<file path="src/rtl/strike_seq_pkg.sv">
// Package: shared widths and types for the strike sequencer.
// Assumes tick counts are carried as a coarse byte and a fine byte.
package strike_seq_pkg;

    localparam int BYTE_W = 8;
    localparam int SPAN_W = 2 * BYTE_W;

    // One tick count: whole coarse periods plus a fine remainder.
    typedef struct packed {
        logic [BYTE_W-1:0] coarse;
        logic [BYTE_W-1:0] fine;
    } span_t;

    // Sequencer phase.
    typedef enum logic [1:0] {
        SEQ_IDLE = 2'd0,
        SEQ_STG1 = 2'd1,
        SEQ_STG2 = 2'd2
    } seq_state_e;

endpackage

</file>
<file path="src/rtl/strike_tick_gen.sv">
// Tick generator: divides the system clock by a ratio chosen from a 3-bit code.
// The code is captured on restart. Unknown codes stop ticking altogether.
// Assumes restart comes with every note-on, so each note starts on a fresh phase.
module strike_tick_gen #(
    parameter int PRESC_W = 10
) (
    input  logic       clk,
    input  logic       rst_n,
    input  logic       restart,
    input  logic [2:0] code_i,
    output logic       tick_o
);

    logic [PRESC_W-1:0] cnt_q;
    logic [PRESC_W-1:0] lim_q;
    logic               valid_q;

    // Terminal count (divider minus one) for each supported code.
    function automatic logic [PRESC_W-1:0] lim_of(input logic [2:0] c);
        case (c)
            3'd1:    lim_of = PRESC_W'(0);
            3'd2:    lim_of = PRESC_W'(7);
            3'd3:    lim_of = PRESC_W'(63);
            3'd4:    lim_of = PRESC_W'(255);
            3'd5:    lim_of = PRESC_W'(1023);
            default: lim_of = PRESC_W'(0);
        endcase
    endfunction

    assign tick_o = valid_q && (cnt_q == lim_q);

    // Capture the code on restart, otherwise advance the divider.
    always_ff @(posedge clk) begin
        if (!rst_n) begin
            cnt_q   <= '0;
            lim_q   <= '0;
            valid_q <= 1'b0;
        end else if (restart) begin
            cnt_q   <= '0;
            lim_q   <= lim_of(code_i);
            valid_q <= (code_i >= 3'd1) && (code_i <= 3'd5);
        end else if (tick_o) begin
            cnt_q   <= '0;
        end else if (valid_q) begin
            cnt_q   <= cnt_q + 1'b1;
        end
    end

    AST_TICK_SPACED: assert property (@(posedge clk) disable iff (!rst_n)
        (tick_o && !restart && lim_q != '0) |=> !tick_o);

endmodule

</file>
<file path="src/rtl/strike_stage_plan.sv">
// Stage planner: turns the strike and delay counts into two back-to-back stages.
// Purely combinational. The longer deadline always lands at the end of stage two.
module strike_stage_plan
    import strike_seq_pkg::*;
(
    input  span_t atk_i,
    input  span_t dly_i,
    output span_t stg1_o,
    output span_t stg2_o,
    output logic  hold_first_o
);

    logic [SPAN_W-1:0] atk_n;
    logic [SPAN_W-1:0] dly_n;

    assign atk_n = {atk_i.coarse, atk_i.fine};
    assign dly_n = {dly_i.coarse, dly_i.fine};

    // Order the two deadlines and split them into stage lengths.
    always_comb begin
        hold_first_o = (atk_n > dly_n);
        if (hold_first_o) begin
            stg1_o = span_t'(atk_n - dly_n);
            stg2_o = span_t'(dly_n);
        end else begin
            stg1_o = span_t'(atk_n);
            stg2_o = span_t'(dly_n - atk_n);
        end
    end

endmodule

</file>
<file path="src/rtl/strike_stage_timer.sv">
// Stage timer: counts whole coarse periods of 2**BYTE_W ticks, then the fine remainder.
// A zero fine part still takes one tick. done_o is a one-cycle pulse on the final tick.
// Assumes the owner reloads it, or drops en, on the cycle done_o is high.
module strike_stage_timer
    import strike_seq_pkg::*;
(
    input  logic  clk,
    input  logic  rst_n,
    input  logic  en,
    input  logic  load,
    input  span_t load_val,
    input  logic  tick,
    output logic  done_o
);

    logic [BYTE_W-1:0] coarse_q;
    logic [BYTE_W-1:0] sub_q;
    logic [BYTE_W-1:0] fine_q;
    logic              in_coarse;

    assign in_coarse = (coarse_q != '0);
    assign done_o    = en && tick && !in_coarse && (fine_q <= BYTE_W'(1));

    // Load a new stage, or consume one tick of the current stage.
    always_ff @(posedge clk) begin
        if (!rst_n) begin
            coarse_q <= '0;
            sub_q    <= '0;
            fine_q   <= '0;
        end else if (load) begin
            coarse_q <= load_val.coarse;
            fine_q   <= load_val.fine;
            sub_q    <= '0;
        end else if (en && tick) begin
            if (in_coarse) begin
                if (&sub_q) begin
                    sub_q    <= '0;
                    coarse_q <= coarse_q - 1'b1;
                end else begin
                    sub_q    <= sub_q + 1'b1;
                end
            end else if (fine_q > BYTE_W'(1)) begin
                fine_q <= fine_q - 1'b1;
            end
        end
    end

    AST_FINE_STEP: assert property (@(posedge clk) disable iff (!rst_n)
        (en && tick && !load && !in_coarse && fine_q > BYTE_W'(1))
        |=> (fine_q == $past(fine_q) - BYTE_W'(1)));

    AST_COARSE_STEP: assert property (@(posedge clk) disable iff (!rst_n)
        (en && tick && !load && in_coarse && (&sub_q))
        |=> (coarse_q == $past(coarse_q) - BYTE_W'(1) && sub_q == '0));

endmodule

</file>
<file path="src/rtl/strike_sequencer.sv">
// Strike sequencer top: a note-on drives the attack output high and starts stage one.
// The ends of the two stages release attack and enable hold, in an order set by the planner.
// A note-off silences everything and takes priority over a note-on in the same cycle.
module strike_sequencer
    import strike_seq_pkg::*;
#(
    parameter int PRESC_W = 10
) (
    input  logic       clk,
    input  logic       rst_n,
    input  logic       note_on,
    input  logic       note_off,
    input  logic [7:0] atk_coarse,
    input  logic [7:0] atk_fine,
    input  logic [7:0] dly_coarse,
    input  logic [7:0] dly_fine,
    input  logic [2:0] tick_sel,
    output logic       attack_o,
    output logic       hold_en_o,
    output logic [1:0] state_o
);

    seq_state_e state_q;
    logic       attack_q;
    logic       hold_q;
    span_t      stg2_q;
    logic       hold_first_q;

    span_t      stg1_w;
    span_t      stg2_w;
    logic       hold_first_w;
    logic       tick_w;
    logic       done_w;
    logic       start_w;
    logic       adv_w;
    logic       tmr_load;
    span_t      tmr_val;

    assign start_w  = note_on && !note_off;
    assign adv_w    = done_w && (state_q == SEQ_STG1) && !note_on && !note_off;
    assign tmr_load = start_w || adv_w;
    assign tmr_val  = start_w ? stg1_w : stg2_q;

    strike_stage_plan u_plan (
        .atk_i        ({atk_coarse, atk_fine}),
        .dly_i        ({dly_coarse, dly_fine}),
        .stg1_o       (stg1_w),
        .stg2_o       (stg2_w),
        .hold_first_o (hold_first_w)
    );

    strike_tick_gen #(.PRESC_W(PRESC_W)) u_tick (
        .clk     (clk),
        .rst_n   (rst_n),
        .restart (note_on),
        .code_i  (tick_sel),
        .tick_o  (tick_w)
    );

    strike_stage_timer u_timer (
        .clk      (clk),
        .rst_n    (rst_n),
        .en       (state_q != SEQ_IDLE),
        .load     (tmr_load),
        .load_val (tmr_val),
        .tick     (tick_w),
        .done_o   (done_w)
    );

    // Phase and output register update.
    always_ff @(posedge clk) begin
        if (!rst_n) begin
            state_q      <= SEQ_IDLE;
            attack_q     <= 1'b0;
            hold_q       <= 1'b0;
            stg2_q       <= '0;
            hold_first_q <= 1'b0;
        end else if (note_off) begin
            state_q  <= SEQ_IDLE;
            attack_q <= 1'b0;
            hold_q   <= 1'b0;
        end else if (note_on) begin
            state_q      <= SEQ_STG1;
            attack_q     <= 1'b1;
            hold_q       <= 1'b0;
            stg2_q       <= stg2_w;
            hold_first_q <= hold_first_w;
        end else if (done_w) begin
            case (state_q)
                SEQ_STG1: begin
                    state_q <= SEQ_STG2;
                    if (hold_first_q) hold_q   <= 1'b1;
                    else              attack_q <= 1'b0;
                end
                SEQ_STG2: begin
                    state_q <= SEQ_IDLE;
                    if (hold_first_q) attack_q <= 1'b0;
                    else              hold_q   <= 1'b1;
                end
                default: state_q <= SEQ_IDLE;
            endcase
        end
    end

    assign attack_o  = attack_q;
    assign hold_en_o = hold_q;
    assign state_o   = {hold_q, attack_q};

    AST_OFF_SILENCES: assert property (@(posedge clk) disable iff (!rst_n)
        note_off |=> (!attack_o && !hold_en_o));

    AST_ON_STRIKES: assert property (@(posedge clk) disable iff (!rst_n)
        (note_on && !note_off) |=> (attack_o && !hold_en_o));

    AST_ATK_DROP_CAUSE: assert property (@(posedge clk) disable iff (!rst_n)
        $fell(attack_o) |-> ($past(note_off) || $past(done_w)));

    AST_HOLD_RISE_CAUSE: assert property (@(posedge clk) disable iff (!rst_n)
        $rose(hold_en_o) |-> ($past(done_w) && !$past(note_off) && !$past(note_on)));

endmodule

</file>
<file path="config.mk">
export PLATFORM = sky130hd
export DESIGN_NAME = strike_sequencer
export DESIGN_NICKNAME = d
export VERILOG_FILES = /design/src/rtl/strike_seq_pkg.sv /design/src/rtl/strike_tick_gen.sv /design/src/rtl/strike_stage_plan.sv /design/src/rtl/strike_stage_timer.sv /design/src/rtl/strike_sequencer.sv
export SDC_FILE = /design/constraint.sdc
export NUM_CORES = 1
export LEC_CHECK = 0
export ABC_AREA = 1
export BUFFER_PORTS_ARGS = -buffer_cell sky130_fd_sc_hd__buf_2
export CAP_MARGIN = 30
export CORE_MARGIN = 3
export CORE_UTILIZATION = 55
export CTS_CLUSTER_DIAMETER = 150
export DETAILED_ROUTE_END_ITERATION = 16
export PLACE_DENSITY = 0.77
export SLEW_MARGIN = 20
export SYNTH_ARGS = -nofsm -noshare
export SYNTH_HDL_FRONTEND = slang
export SYNTH_SLANG_ARGS = --single-unit
</file>
<file path="constraint.sdc">
create_clock -name clk -period 2 [get_ports clk]
set_input_delay 0.2 -clock clk [delete_from_list [all_inputs] [get_ports clk]]
set_output_delay 0.2 -clock clk [all_outputs]
set_load 0.02 [all_outputs]
</file>
# ---- After elaboration in Yosys (flattened, before gate mapping)
# Cells that the tools add are included.
dict set report op_classes {
  n_mux 24
  bitwise 2
  n_eq_ne 12
  n_addsub 6
  n_reduce_logical 33
  n_lt_le_gt_ge 5
}
# op count
set ops {}
lappend ops {{$mux W8} 9}
lappend ops {{$mux W16} 3}
lappend ops {{$pmux W10 S4} 1}
lappend ops {{$sub A16 B16 Y16} 2}
lappend ops {{$gt A16 B16 Y1} 1}
lappend ops {{$sub A8 B1 Y8 const B} 2}
lappend ops {{$reduce_bool A2 Y1} 7}
lappend ops {{$add A10 B1 Y10 const B} 1}
lappend ops {{$eq A10 B10 Y1} 1}
lappend ops {{$logic_and A1 B1 Y1} 9}
lappend ops {{$add A8 B1 Y8 const B} 1}
lappend ops {{$gt A8 B1 Y1 const B} 1}
lappend ops {{$le A8 B1 Y1 const B} 1}
lappend ops {{$mux W1} 8}
lappend ops {{$reduce_and A4 Y1} 2}
lappend ops {{$reduce_and A8 Y1} 1}
lappend ops {{$reduce_bool A8 Y1} 1}
lappend ops {{$eq A3 B2 Y1 const B} 2}
lappend ops {{$eq A3 B3 Y1 const B} 2}
lappend ops {{$ne A2 B2 Y1 const B} 3}
lappend ops {{$ne A3 B3 Y1 const B} 2}
lappend ops {{$reduce_and A3 Y1} 2}
lappend ops {{$reduce_or A3 Y1} 2}
lappend ops {{$pmux W1 S2} 2}
lappend ops {{other kinds (11)} 16}
dict set report word_totals {
  out_inout_bits 4
  input_bits 39
  ff_bits 66
}

# ---- Longest topological paths before layout
# Gate-level depths: netlist of the first run.
dict set report logic_depth {
  word_depth 11
  depth_mapped 20
}

# ---- Modules after synthesis
# A second synthesis of the first run with hierarchy kept.
dict set report hier_totals {
  cells_unflattened 1011
  hier_area_um2 5823.1
}
# mod instances area_each_um2 cells_each
set by_module_without_submodules {}
lappend by_module_without_submodules {strike_stage_plan 1 2307.2 473}
lappend by_module_without_submodules {strike_stage_timer 1 1686.6 278}
lappend by_module_without_submodules {strike_sequencer 1 1003.5 141}
lappend by_module_without_submodules {strike_tick_gen 1 825.8 119}

# ---- Least setup slack after synthesis of the first run
# No wires, ideal clock.
dict set report synth_timing {
  path_type {input to register}
  from {input port atk_fine[0]}
  to {register stg2_q[12] in the netlist's numbering}
  t_required_ns 1.868
  arrival_time_ns 1.998
  cell_stages 16
  setup_time_ns 0.132
  path_slack_ns -0.130
  n_path_buf 3
  path_cell_list {inv_1 > ha_1 > fa_1 > inv_1 > nand3_1 > nand2_1 > nand2_1 > nand2_1 > nand2_2 > nand2_4 > nand2_2 > buf_6 > buf_12 > buf_8 > o211ai_2 > a21oi_1}
}
dict set report synth_via {
  elab_chain_len 2
}
# element line
set synth_rtl {}
lappend synth_rtl {{start: declaration} strike_sequencer.sv:14} ;# input logic [7:0] atk_fine,
lappend synth_rtl {{$sub A16 B16 Y16 / $gt A16 B16 Y1 (equally long branches)} {strike_stage_plan.sv:27, strike_stage_plan.sv:21}}
lappend synth_rtl {{$mux W16 *} strike_stage_plan.sv:22} ;# if (hold_first_o) begin
lappend synth_rtl {{end signal: assignment} strike_sequencer.sv:86} ;# stg2_q <= stg2_w;
lappend synth_rtl {{end: declaration} strike_sequencer.sv:26} ;# span_t stg2_q;
# Every way passes the cells marked *; elsewhere a longest branch is shown, timed or not.
# A chain may end at the register's enable or synchronous reset.

# ---- Worst setup path in the final report of the first run
dict set report layout_timing {
  from {register u_tick.cnt_q[7]}
  to {register u_timer.coarse_q[0]}
}
dict set report layout_via {
  elab_chain_len 11
}
# element line
set layout_rtl {}
lappend layout_rtl {{start: declaration} strike_tick_gen.sv:14} ;# logic [PRESC_W-1:0] cnt_q;
lappend layout_rtl {{start signal: assignment} strike_tick_gen.sv:45} ;# cnt_q <= cnt_q + 1'b1;
lappend layout_rtl {{$eq A10 B10 Y1 *} strike_tick_gen.sv:30} ;# assign tick_o = valid_q && (cnt_q == lim_q);
lappend layout_rtl {{$logic_and A1 B1 Y1 *} strike_tick_gen.sv:30}
lappend layout_rtl {{$logic_and A1 B1 Y1 *} {strike_stage_timer.sv:22, strike_stage_timer.sv:34}}
lappend layout_rtl {{$logic_and A1 B1 Y1 (2 in a row)} strike_stage_timer.sv:22} ;# assign done_o = en && tick && !in_coarse && (fine_q <= BYTE_W'(1));
lappend layout_rtl {{$logic_and A1 B1 Y1 (3 in a row)} strike_sequencer.sv:40} ;# assign adv_w = done_w && (state_q == SEQ_STG1) && !note_on && !note_off;
lappend layout_rtl {{$logic_or A1 B1 Y1} strike_sequencer.sv:41} ;# assign tmr_load = start_w || adv_w;
lappend layout_rtl {{$reduce_bool A2 Y1 (no line)} n/a}
lappend layout_rtl {{$reduce_and A3 Y1 (no line)} n/a}
lappend layout_rtl {{end signal: assignment} strike_stage_timer.sv:31} ;# coarse_q <= load_val.coarse;
lappend layout_rtl {{end signal: assignment} strike_stage_timer.sv:38} ;# coarse_q <= coarse_q - 1'b1;
lappend layout_rtl {{end: declaration} strike_stage_timer.sv:16} ;# logic [BYTE_W-1:0] coarse_q;
# Marked as above.

==> results of run 1 <==
synthesized netlist by cell type, drive strengths merged, types with 9 or more instances:
master,count
a21oi,70
buf,17
clkbuf,9
dfxtp,60
ha,36
inv,133
nand2,243
nand3,67
nand4,13
nor2,89
nor3,10
o21ai,49
xor2,25
registers in the layout, indices dropped and copies added (netlist names):
name / cells
u_tick.valid_q: 1
stg2_q: 16
u_timer.sub_q: 8
u_timer.fine_q: 8
state_q: 2
u_tick.lim_q: 4
hold_first_q: 1
u_tick.cnt_q: 10
hold_en_o: 1
attack_o: 1
u_timer.coarse_q: 8
what timing repair did:
action,in CTS,in global routing
hold buffers,0,0
buffers inserted,2,3
gates resized for setup,9,50
gates cloned,0,2
pin swaps,3,18
endpoints found under the setup margin,19,25
cell type report:
type / instances / area (µm²) / share of cell area [%]
Inverter: 134 / 510 / 7.40
Clock inverter: 2 / 10.0 / 0.145
Clock buffer: 13 / 159 / 2.30
Tap cell: 129 / 161 / 2.34
Multi-Input combinational cell: 638 / 3580 / 51.8
Sequential cell: 60 / 1210 / 17.6
Timing Repair Buffer: 174 / 1270 / 18.4
layer usage:
metal	wire, µm	up-vias	global-route usage, %
li1	-	3045	-
met1	6830	2753	35.9
met2	8040	187	52.7
met3	871	22	2.80
met4	257	0	7.41
met5	0	-	0
per-stage QoR:
step / total power [mW] / hold WS [ns] / cells
after floorplan: 2.17 / 0.366 / 858
after global placement: 2.69 / 0.446 / 1128
after detailed placement: 2.72 / 0.451 / 1128
after CTS: 3.69 / 0.149 / 1145
after global routing: 4.03 / 0.160 / 1150
final: 3.79 / 0.154 / 1150
cells by family (layout without fill, tap and decap cells):
logic type               Yosys count  count (layout)
flip-flops                        60              60
multiplexers                       1               1
XOR/XNOR                          30              30
adder cells (fa/ha/maj)           38              38
AO/OA/AOI/OAI                    140             140
buffers and inverters            160             323
AND/OR/NAND/NOR                  429             429
worst max path at each step:
stage / startpoint / endpoint / slack (ns) / cells after the start
CTS: u_timer.coarse_q[0] / u_timer.coarse_q[0] / 0.0001 / 14
detailed placement: atk_coarse[3] / u_timer.fine_q[3] / -0.41 / 16
global route: u_timer.coarse_q[2] / u_timer.coarse_q[0] / -0.13 / 14
floorplan: atk_fine[0] / stg2_q[12] / 0.005 / 16
global placement: atk_coarse[3] / u_timer.fine_q[4] / -0.40 / 16
finish: u_tick.cnt_q[7] / u_timer.coarse_q[0] / 0.03 / 15
where the power goes:
part	switching, mW	internal [mW]
logic	0.864	0.676
clock network	0.449	0.507
registers	0.0416	1.26
total	1.35	2.44
critical path: stages, from the launching register on:
cell and delay [ns]:
dfxtp_1 0.34, nor2_1 0.11, nand2_1 0.07, nand2_1 0.07, nand2_1 0.08, nor2_4 0.18, nand3_4 0.12, nor2_4 0.14
nand4_4 0.15, nand2_4 0.16, buf_6 0.16, inv_6 0.05, nand2_2 0.07, nand3_2 0.07, nand2_1 0.06, inv_1 0.04
==> flow_metrics.tcl, run 1 <==
set metrics [dict create \
    synth.largest_area_cell "dfxtp_1" \
    start_util_pct 56.8 \
    syn-cell-area_um2 5250 \
    die_h_um 104 \
    stdcell_area_um2 6900 \
    syn-num-nets 935 \
    grt_max_degree 31 \
    async_flop_share_pct 0 \
    worstPathMaxFanout 7 \
    place_area_um2 6440 \
    crit_path_start_kind "flop" \
    wl_um 16000 \
    arrival_ns 2.21 \
    hold_viol_final 0 \
    port_buffers 42 \
    ys_warn_count 0 \
    drv_cap 0 \
    setup_slack_ns 0.0263 \
    p_per_area_nw_per_um2 550 \
    final_layout_size_suffix_gt1_share_pct 25.5 \
    io_pins 43 \
    fin_util_pct 74.7 \
    synth_top_family_by_area "simple AND/OR/NAND/NOR gates" \
    final_cell_mix "nand2_1 (225), buf_4 (126), inv_1 (123), nor2_1 (82), a21oi_1 (64)" \
    setup.worst_path.class "flop to flop" \
    overflow 0 \
    worstSetupEndpointType "flop" \
    clock.fmax_ghz 0.507 \
    status "complete, no violations" \
    synth_compound_area_share_pct 14.9 \
    r2r_cells 15 \
    min_period_over_period_pct 98.7 \
    preCtsSetupSlack_ns -0.410 \
    dp_hpwl_um 12400 \
    avgRoutedWirePerCell_um 13.9 \
    cts.sinks 60 \
    hold-path-endpoint "u_tick.valid_q" \
    ant_nets 0 \
    rows 35 \
    fillers 767 \
    nets 1094 \
    grt_pass1_wl_um 25900 \
    peakVddDrop_mv 0.366 \
    placeableCoreArea_um2 9240 \
    worstReg2RegStart "u_tick.cnt_q[7]" \
    antenna_found_initial 0 \
    period_minus_slack_ns 1.97 \
    synth_top_area_share_pct 22.9 \
    grt_usage_pct 28.7 \
    num_vias 6007 \
    synth_area_leaders "dfxtp_1 (23%), nand2_1 (17%), inv_1 (9.3%), ha_1 (8.6%), a21oi_1 (6.5%)" \
    grt_pass1_vias 5718 \
    synth_flop_cell "dfxtp_1" \
    hold-path-cell-count 3 \
    synth-simple-area-share_pct 35.0 \
    place_congestion 1.00 \
    tns_ns 0 \
    setup_viol 0 \
    slew_headroom_pct 71.9 \
    r2r_end "u_timer.coarse_q[0]" \
    clk_path_buf_depth 2 \
    final_max_slew_viol_count 0 \
    synthDistinctLibCells 41 \
    worstPathRequired_ns 2.23 \
    p_leak_nw 3.61 \
    cts_tree "done" \
    syn_to_final_growth_pct 31.5 \
    synth_mux_area_share_pct 0.191 \
    rsz0062_at_grt "yes" \
    antenna_cells 0 \
    synth_edf_count 0 \
    skew_ns 0.0120 \
    die_x_um 104 \
    yosys.area_share.xor_xnor_pct 5.01 \
    drt_iter0_drc 468 \
    ff2ff_setup_slack_ns 0.03 \
    synthCells 858 \
    cts-root-buf "clkbuf_8" \
    clkTransAtPathRegs_ns 0.07 \
    drc 0 \
    cts_made_buffers 9 \
    hold_start "tick_sel[0]" \
    synth_adder_area_share_pct 9.35 \
    seq_area_frac_synth_pct 22.9 \
    firstDrtPassIters 5 \
    syn_area_per_cell_um2 6.12 \
    dieArea_um2 10700 \
    worst_slew_pin_slew_ns 0.420 \
    clkLatencyLatePin_ns 0.34 \
    synth-seq-cells 60 \
    htreeDepth 3 \
    hold_path.class "input pin to flop" \
    viasPerCell 5.22 \
    final_common_cell "nand2_1" \
]
(Power assumes the default switching activity.)
==> run 2, diff against run 1 <==
- CELL_PAD_IN_SITES_DETAIL_PLACEMENT: default -> 0
- CELL_PAD_IN_SITES_GLOBAL_PLACEMENT: default -> 1
- CORE_UTILIZATION: 55 -> 39
- PLACE_DENSITY: 0.77 -> default
- PLACE_DENSITY_LB_ADDON: default -> 0.1
==> run 2 against run 1 <==
- sequential power about the same
- final area increased by 6.6%
- register-to-register slack got worse by 0.02 ns
- routed wire length up 9.6%
- clock skew is 0.0062 ns lower
- via count fell by 0.55%
- core utilization is 18 points lower
- largest cell class unchanged
- largest power group unchanged
==> flow_metrics.tcl, run 2 (synthesis results as in run 1) <==
set metrics [dict create \
    status "complete, no violations" \
    clock.fmax_ghz 0.502 \
    syn_to_final_growth_pct 40.2 \
    p_leak_nw 3.81 \
    clkTransAtPathRegs_ns 0.06 \
    clk_path_buf_depth 2 \
    placed_cells 1197 \
    ant_nets 0 \
    cts_hold_buf 0 \
    setup.worst_path.class "flop to flop" \
    hold_path.class "input pin to flop" \
    peakVddDrop_mv 0.405 \
    ff2ff_setup_slack_ns 0.01 \
    dp_hpwl_um 13900 \
    min_period_over_period_pct 99.5 \
    place_congestion 0.937 \
    drc 0 \
    r2r_end "u_timer.coarse_q[0]" \
    setup_viol 0 \
    arrival_ns 2.22 \
    final_max_slew_viol_count 0 \
    cts.sinks 60 \
    tns_ns 0 \
    grt_pass1_wl_um 27800 \
    cts-root-buf "clkbuf_16" \
    cts_made_buffers 9 \
    die_x_um 122 \
    cts_tree "done" \
    largest_register_ffs 16 \
    io_pins 43 \
    r2r_cells 14 \
    nets 1120 \
    top_register "stg2_q" \
    port_buffers 42 \
    period_minus_slack_ns 1.99 \
    final_layout_size_suffix_gt1_share_pct 28.1 \
    viasPerCell 4.90 \
    grt_max_degree 24 \
    largestRegisters "stg2_q x16, u_tick.cnt_q x10" \
    final_common_cell "nand2_1" \
    crit_path_start_kind "flop" \
    dieArea_um2 14900 \
    antenna_cells 0 \
    worstReg2RegStart "u_timer.coarse_q[0]" \
    stdcell_area_um2 7360 \
    fillers 1300 \
    skew_ns 0.00584 \
    drt_iter0_drc 224 \
    grt_pass1_vias 5890 \
    slew_headroom_pct 64.8 \
    htreeDepth 3 \
    wl_um 17500 \
    rows 41 \
    worst_slew_pin_slew_ns 0.523 \
    crit_start "u_timer.coarse_q[0]" \
    firstDrtPassIters 5 \
    power_mw 4.50 \
    avgRoutedWirePerCell_um 14.4 \
    placeableCoreArea_um2 12900 \
    start_util_pct 40.8 \
    place_area_um2 6700 \
    worstPathRequired_ns 2.23 \
    hold_viol_final 0 \
    overflow 0 \
    die_h_um 122 \
    worstSetupEndpointType "flop" \
    drv_cap 0 \
    num_vias 5974 \
    rsz0062_at_grt "yes" \
    grt_usage_pct 23.5 \
    crit_path_end "u_timer.coarse_q[0]" \
    final_cell_mix "nand2_1 (223), buf_4 (149), inv_1 (121), nor2_1 (80), a21oi_1 (62)" \
    p_per_area_nw_per_um2 611 \
    worstPathMaxFanout 6 \
    clkLatencyLatePin_ns 0.33 \
    fin_cells 1220 \
    antenna_found_initial 0 \
]
## run 2: critical path, stage by stage (launching register included)
cell	delay, ns
dfxtp_2	0.32
inv_2	0.07
ha_4	0.13
nand2_2	0.05
nor2_2	0.09
nand4_1	0.26
nor2_4	0.23
nand4_4	0.19
nand2_4	0.15
buf_12	0.15
inv_8	0.04
nand2_4	0.05
nand3_2	0.07
nand2_1	0.06
inv_1	0.03
## run 2: cell type report
cell class	instances	area, µm²	area share [%]
inverters	134	519	7.06
clock inverters	7	76.3	1.04
clock buffers	9	225	3.06
repair buffers	199	1470	20.0
flip-flops and latches	60	1200	16.4
repair inverters	1	5.00	0.0680
multi-input cells	638	3640	49.5
well taps	172	215	2.93
## run 2: layer usage
metal	GRT usage (%)	up-vias	routed length, µm	share of wire, %
met3	3.53	20	476	2.7
met4	6.44	0	300	1.7
met1	29.9	2760	8280	47
li1	-	3102	-	-
met5	0	-	0	0
met2	41.3	92	8490	48
## run 2: where the power goes
group / internal [mW] / switching, mW
combinational: 0.736 / 0.898
clock: 0.969 / 0.596
sequential: 1.26 / 0.0401
## run 2: per-stage QoR
stage                     hold slack, ns  utilization (%)  worst slack [ns]
after floorplan                    0.366                -           0.00540
after global placement             0.457             52.0            -0.297
after detailed placement           0.460             52.0            -0.317
after CTS                          0.164             55.2          -0.00221
after global routing               0.182             57.1            -0.120
final                              0.172             57.1           0.00988
## run 2: how the worst min path moves through the flow
| stage | from | end | slack, ns | cells past startpoint |
|---|---|---|---|---|
| floorplan | tick_sel[0] | u_tick.lim_q[8] | 0.37 | 2 |
| global placement | stg2_q[8] | stg2_q[8] | 0.46 | 2 |
| detailed placement | stg2_q[8] | stg2_q[8] | 0.46 | 2 |
| CTS | tick_sel[0] | u_tick.lim_q[8] | 0.16 | 3 |
| global route | tick_sel[0] | u_tick.valid_q | 0.18 | 3 |
| finish | tick_sel[0] | u_tick.lim_q[8] | 0.17 | 3 |
## run 2: repair_timing
| action | CTS | global route |
|---|---|---|
| pin swaps | 5 | 18 |
| buffers inserted | 4 | 1 |
| hold endpoints to repair | 0 | 0 |
| cloned | 1 | 2 |
| resized for setup | 16 | 59 |
| endpoints found under the setup margin | 22 | 33 |
